[src/rtl/irq_pkg.sv]
package irq_pkg;
  localparam logic SEL_FLAG   = 1'b0;
  localparam logic SEL_ENABLE = 1'b1;
endpackage

[src/rtl/irq_flag_bank.sv]
module irq_flag_bank #(
  parameter int NUM_SRC = 7
) (
  input  logic               clk,
  input  logic               rst,
  input  logic [NUM_SRC-1:0] set_pulse,
  input  logic [NUM_SRC-1:0] clr_pulse,
  input  logic               wr_clear,
  input  logic [NUM_SRC-1:0] wr_mask,
  output logic [NUM_SRC-1:0] flag_q
);
  logic [NUM_SRC-1:0] clr_all;

  assign clr_all = clr_pulse | (wr_clear ? wr_mask : '0);

  // One register per source; a set pulse beats any clear in the same cycle.
  for (genvar b = 0; b < NUM_SRC; b++) begin : g_bit
    always_ff @(posedge clk) begin
      if (rst)               flag_q[b] <= 1'b0;
      else if (set_pulse[b]) flag_q[b] <= 1'b1;
      else if (clr_all[b])   flag_q[b] <= 1'b0;
    end
  end
endmodule

[src/rtl/irq_enable_bank.sv]
module irq_enable_bank #(
  parameter int NUM_SRC = 7
) (
  input  logic               clk,
  input  logic               rst,
  input  logic               wr_en,
  input  logic               set_mode,
  input  logic [NUM_SRC-1:0] wr_mask,
  output logic [NUM_SRC-1:0] en_q
);
  // The mode bit decides whether the selected ones set or clear mask bits.
  for (genvar b = 0; b < NUM_SRC; b++) begin : g_bit
    always_ff @(posedge clk) begin
      if (rst)                     en_q[b] <= 1'b0;
      else if (wr_en && wr_mask[b]) en_q[b] <= set_mode;
    end
  end
endmodule

[src/rtl/irq_read_port.sv]
module irq_read_port #(
  parameter int NUM_SRC = 7,
  localparam int DATA_W = NUM_SRC + 1
) (
  input  logic               clk,
  input  logic               rst,
  input  logic               rd_en,
  input  logic               sel,
  input  logic [NUM_SRC-1:0] flag_q,
  input  logic [NUM_SRC-1:0] en_q,
  input  logic               summary,
  output logic [DATA_W-1:0]  flag_rdata,
  output logic [DATA_W-1:0]  enable_rdata
);
  import irq_pkg::*;

  always_ff @(posedge clk) begin
    if (rst) begin
      flag_rdata   <= '0;
      enable_rdata <= '0;
    end else if (rd_en) begin
      if (sel == SEL_FLAG) flag_rdata   <= {summary, flag_q};
      else                 enable_rdata <= {1'b1, en_q};
    end
  end
endmodule

[src/rtl/irq_flag_enable.sv]
module irq_flag_enable #(
  parameter int NUM_SRC = 7,
  localparam int DATA_W = NUM_SRC + 1
) (
  input  logic               clk,
  input  logic               rst,
  input  logic               sel_i,
  input  logic               wr_en_i,
  input  logic               rd_en_i,
  input  logic [DATA_W-1:0]  wdata_i,
  input  logic [NUM_SRC-1:0] set_pulse_i,
  input  logic [NUM_SRC-1:0] clr_pulse_i,
  output logic [DATA_W-1:0]  flag_rdata_o,
  output logic [DATA_W-1:0]  enable_rdata_o,
  output logic               irq_o
);
  import irq_pkg::*;

  logic [NUM_SRC-1:0] flag_q;
  logic [NUM_SRC-1:0] en_q;
  logic               wr_flag;
  logic               wr_enable;

  assign wr_flag   = wr_en_i && (sel_i == SEL_FLAG);
  assign wr_enable = wr_en_i && (sel_i == SEL_ENABLE);

  irq_flag_bank #(.NUM_SRC(NUM_SRC)) flag_bank_i (
    .clk       (clk),
    .rst       (rst),
    .set_pulse (set_pulse_i),
    .clr_pulse (clr_pulse_i),
    .wr_clear  (wr_flag),
    .wr_mask   (wdata_i[NUM_SRC-1:0]),
    .flag_q    (flag_q)
  );

  irq_enable_bank #(.NUM_SRC(NUM_SRC)) enable_bank_i (
    .clk      (clk),
    .rst      (rst),
    .wr_en    (wr_enable),
    .set_mode (wdata_i[DATA_W-1]),
    .wr_mask  (wdata_i[NUM_SRC-1:0]),
    .en_q     (en_q)
  );

  assign irq_o = |(flag_q & en_q);

  irq_read_port #(.NUM_SRC(NUM_SRC)) read_port_i (
    .clk          (clk),
    .rst          (rst),
    .rd_en        (rd_en_i),
    .sel          (sel_i),
    .flag_q       (flag_q),
    .en_q         (en_q),
    .summary      (irq_o),
    .flag_rdata   (flag_rdata_o),
    .enable_rdata (enable_rdata_o)
  );
endmodule

[config.mk]
export PLATFORM = sky130hd
export DESIGN_NAME = irq_flag_enable
export DESIGN_NICKNAME = d
export VERILOG_FILES = /design/src/rtl/irq_pkg.sv /design/src/rtl/irq_flag_bank.sv /design/src/rtl/irq_enable_bank.sv /design/src/rtl/irq_read_port.sv /design/src/rtl/irq_flag_enable.sv
export SDC_FILE = /design/constraint.sdc
export NUM_CORES = 1
export LEC_CHECK = 0
export BUFFER_PORTS_ARGS = -buffer_cell sky130_fd_sc_hd__buf_2
export CAP_MARGIN = 20
export CORE_UTILIZATION = 49
export DETAILED_ROUTE_END_ITERATION = 10
export PLACE_DENSITY = 0.79
export SYNTH_ARGS = -nofsm -noshare
export SYNTH_HDL_FRONTEND = slang
export SYNTH_HIERARCHICAL = 1
export SYNTH_SLANG_ARGS = --single-unit
[constraint.sdc]
create_clock -name clk -period 1.7 [get_ports clk]
set_clock_uncertainty 0.1 [all_clocks]
set_input_delay 0.085 -clock clk [delete_from_list [all_inputs] [get_ports clk]]
set_output_delay 0.085 -clock clk [all_outputs]
set_load 0.05 [all_outputs]
==> metrics.md <==
| Metric | Value |
|---|---|
| Worst Setup SP | `flag_bank_i/flag_q[0]` |
| Worst min path class | `input pin to register` |
| CP Class | `register to output port` |
| Setup WS pre-CTS | `0.3080 ns` |
| Fin crit period | `1.602 ns` |
| Critical Path Start Type | `register` |
| Clock root buffer master | `clkbuf_4` |
| Crit path arrival time | `1.42 ns` |
| Synthesized area per cell | `9.643 sq um` |
| Critical path endpoint | `irq_o` |
| Drt pass-1 iters | `4` |
| Lkg Pwr | `0.7937 nW` |
| Remaining antenna violation count | `0` |
| RSZ-0062 raised after global routing | `no` |
| Vias post-DR | `1346` |
| Synth top area cells | `dfxtp_1 (44%), a21bo_2 (6.7%), nand3_1 (5.6%)` |
| Via/cell ratio | `5.585` |
| Area fraction of the dominant cell type after synthesis | `44.49%` |
| Pins Over Slew Limit | `0` |
| Initial antenna violation count | `0` |
| Vias in the first global route | `1186` |
| Detailed Place HPWL | `2063 microns` |
| Starting Density | `53.05%` |
| Reg2reg start | `flag_bank_i/flag_q[2]` |
| Post-Route WL | `3646 microns` |
| Drt first-iter violations | `49` |
| Clk slew on worst S/H paths | `0.08 ns` |
| Hold Fails Final Rpt | `0` |
| Die Span X | `54.49 microns` |
| Syn. warnings | `6` |
| Post-synth EDFFs | `0` |
| Clock Latency Late Sink | `0.33 ns` |
| Top FF cell, synth | `dfxtp_1` |
| Max rail drop VDD | `0.6745 mV` |
| First-pass GRT wire length | `5395 microns` |
| Fmax | `624.3 MHz` |
| Worst Path Required | `1.51 ns` |
| Post-synth top cells | `dfxtp_1 (30), nand3_1 (15), a21oi_1 (13)` |
| Crit Reg-Reg Endpoint | `flag_bank_i/flag_q[2]` |
| Largest net degree at the start of global routing | `39` |
| Final GP Congestion | `0.8052` |
| Drc violations | `0` |
| Synth async-reset ratio | `0%` |
| Clock sinks | `30` |
| Slew headroom | `59.81%` |
| Total clock buffers created by CTS | `5` |
| Avg WL per Cell | `15.13 microns` |
| Synthesized instance count | `140` |
| Syn nets | `167` |
| Site Rows | `18` |
| CTS tree | `yes` |
| Sequential cell area fraction in the yosys report | `44.49%` |
| Core area | `2545 sq um` |
| Reg2reg setup slack | `0.33 ns` |
| Max FO, Critical Path | `3` |
| Pwr dens | `739.0 nW/um^2` |
| Diode count | `0` |
| Share of post-route cells with drive strength above 1 | `33.18%` |
| Slowest cell on crit path | `a222oi_1` |
| Area growth from synthesis to layout | `38.09%` |
| Worst-Margin Slew | `0.6029 ns` |
| Synth cell types | `23` |
| Final worst-path cycle share | `94.22%` |
| Final nets | `238` |
| Status | `completed` |
| Final WS setup | `0.09832 ns` |
| Mapped cell area | `1350 sq um` |
| Register bit total from synthesis | `30` |
| Gr usage total | `26.17%` |
| Max H-tree Level | `2` |
| Max incr delay on CP | `0.37 ns` |
| Top-count cell post-synth | `dfxtp_1` |
| IO Pins | `44` |
| Count of max-cap constraint violations | `0` |
| Final setup TNS | `0 ns` |
| Post-CTS Setup Inserts | `0` |
| Clock Tree Buf Depth | `2` |
| Gr ovfl total | `0` |
| Die height | `54.49 microns` |
| Die area | `2969 sq um` |
| Port bufs | `43` |
| R2R depth | `3` |
| Crit. End Element | `output port` |
| Crit path cell chain | `a222oi_1 -> nand3_1 -> buf_2` |
| Post-synth top area cell | `dfxtp_1` |
| Final setup vio count | `0` |
## worst max-delay path: cells and delay by family (launching register included)
kind | cells | cell delay, ns
AO/OA/AOI/OAI | 1 | 0.37
buffers and inverters | 1 | 0.24
AND/OR/NAND/NOR | 1 | 0.14
flip-flops | 1 | 0.34
## stage by stage
stage          cell area (sq um)  hold WS, ns  total power, mW  util [%]  std cells
6_report                    1864       0.1206            1.378     73.25        241
5_1_grt                     1864       0.1200            1.433     73.25        241
4_1_cts                     1861       0.1050            1.374     73.11        241
3_5_place_dp                1535       0.2018           0.9479     60.32        206
3_3_place_gp                1535       0.1892           0.9415     60.32        206
2_1_floorplan               1350      0.05407           0.8883         -        140
## how the worst min path moves through the flow
stage,start,end,depth (start not counted),slack (ns)
floorplan,rst,enable_bank_i/en_q[0],1,0.05
global placement,set_pulse_i[1],flag_bank_i/flag_q[1],3,0.19
detailed placement,set_pulse_i[5],flag_bank_i/flag_q[5],3,0.20
CTS,rd_en_i,read_port_i/enable_rdata[2],3,0.11
global route,rd_en_i,read_port_i/enable_rdata[2],3,0.12
finish,rd_en_i,read_port_i/enable_rdata[3],3,0.12
## area by class of cell
cell class                      count  area, sq um
Fill cell                         192        680.7
Multi-Input combinational cell     96        659.4
Sequential cell                    30        600.6
Timing Repair Buffer               71        495.5
Clock buffer                        7        45.04
Tap cell                           30        37.54
Inverter                            7        26.28
## state kept, by name, summed over array words and instances (netlist names)
| signal | flops |
|---|---|
| enable_bank_i/en_q | 7 |
| flag_bank_i/flag_q | 7 |
| read_port_i/enable_rdata | 8 |
| read_port_i/flag_rdata | 8 |
## power breakdown
part,switching [mW],total (mW),internal (mW)
Clock,0.232,0.388,0.155
Sequential,0.0191,0.748,0.728
Combinational,0.135,0.242,0.108
Total,0.386,1.38,0.992
## metal layers
layer / part of all wire, % / up-vias / global-route usage (%)
met3: 6.2 / 6 / 6.389
li1: - / 644 / -
met2: 52 / 50 / 45.33
met5: 0 / - / 0
met4: 1.2 / 0 / 10.26
met1: 41 / 646 / 30.69
## layout by cell type (no fill, tap or decap)
master,count
a222oi_1,1
a21bo_1,5
a21oi_1,13
nand2_1,7
nor2_1,8
and2_2,1
nand4bb_1,4
and2b_4,1
clkbuf_4,5
nor2b_2,1
dfxtp_1,30
a22oi_1,2
dlygate4sd3_1,28
a21oi_2,2
nand2b_1,8
o21ai_2,8
or4bb_1,4
a31oi_1,7
inv_1,7
a21bo_2,9
clkbuf_1,2
nand3_1,15
buf_2,43
## what timing repair did
item / CTS / global route
hold buffers: 28 / 0
gates resized for setup: 0 / 2
hold endpoints to repair: 14 / 0
setup endpoints to repair: 0 / 2
## cell families (layout without fill, tap and decap cells)
logic type | count (synthesis) | in the layout | synth area share, %
buffers and inverters | 14 | 85 | 6.950
DFF | 30 | 30 | 44.49
and+or+nand+nor | 49 | 49 | 21.78
AOI/OAI and AO/OA | 47 | 47 | 26.78
(Power assumes the default switching activity.)
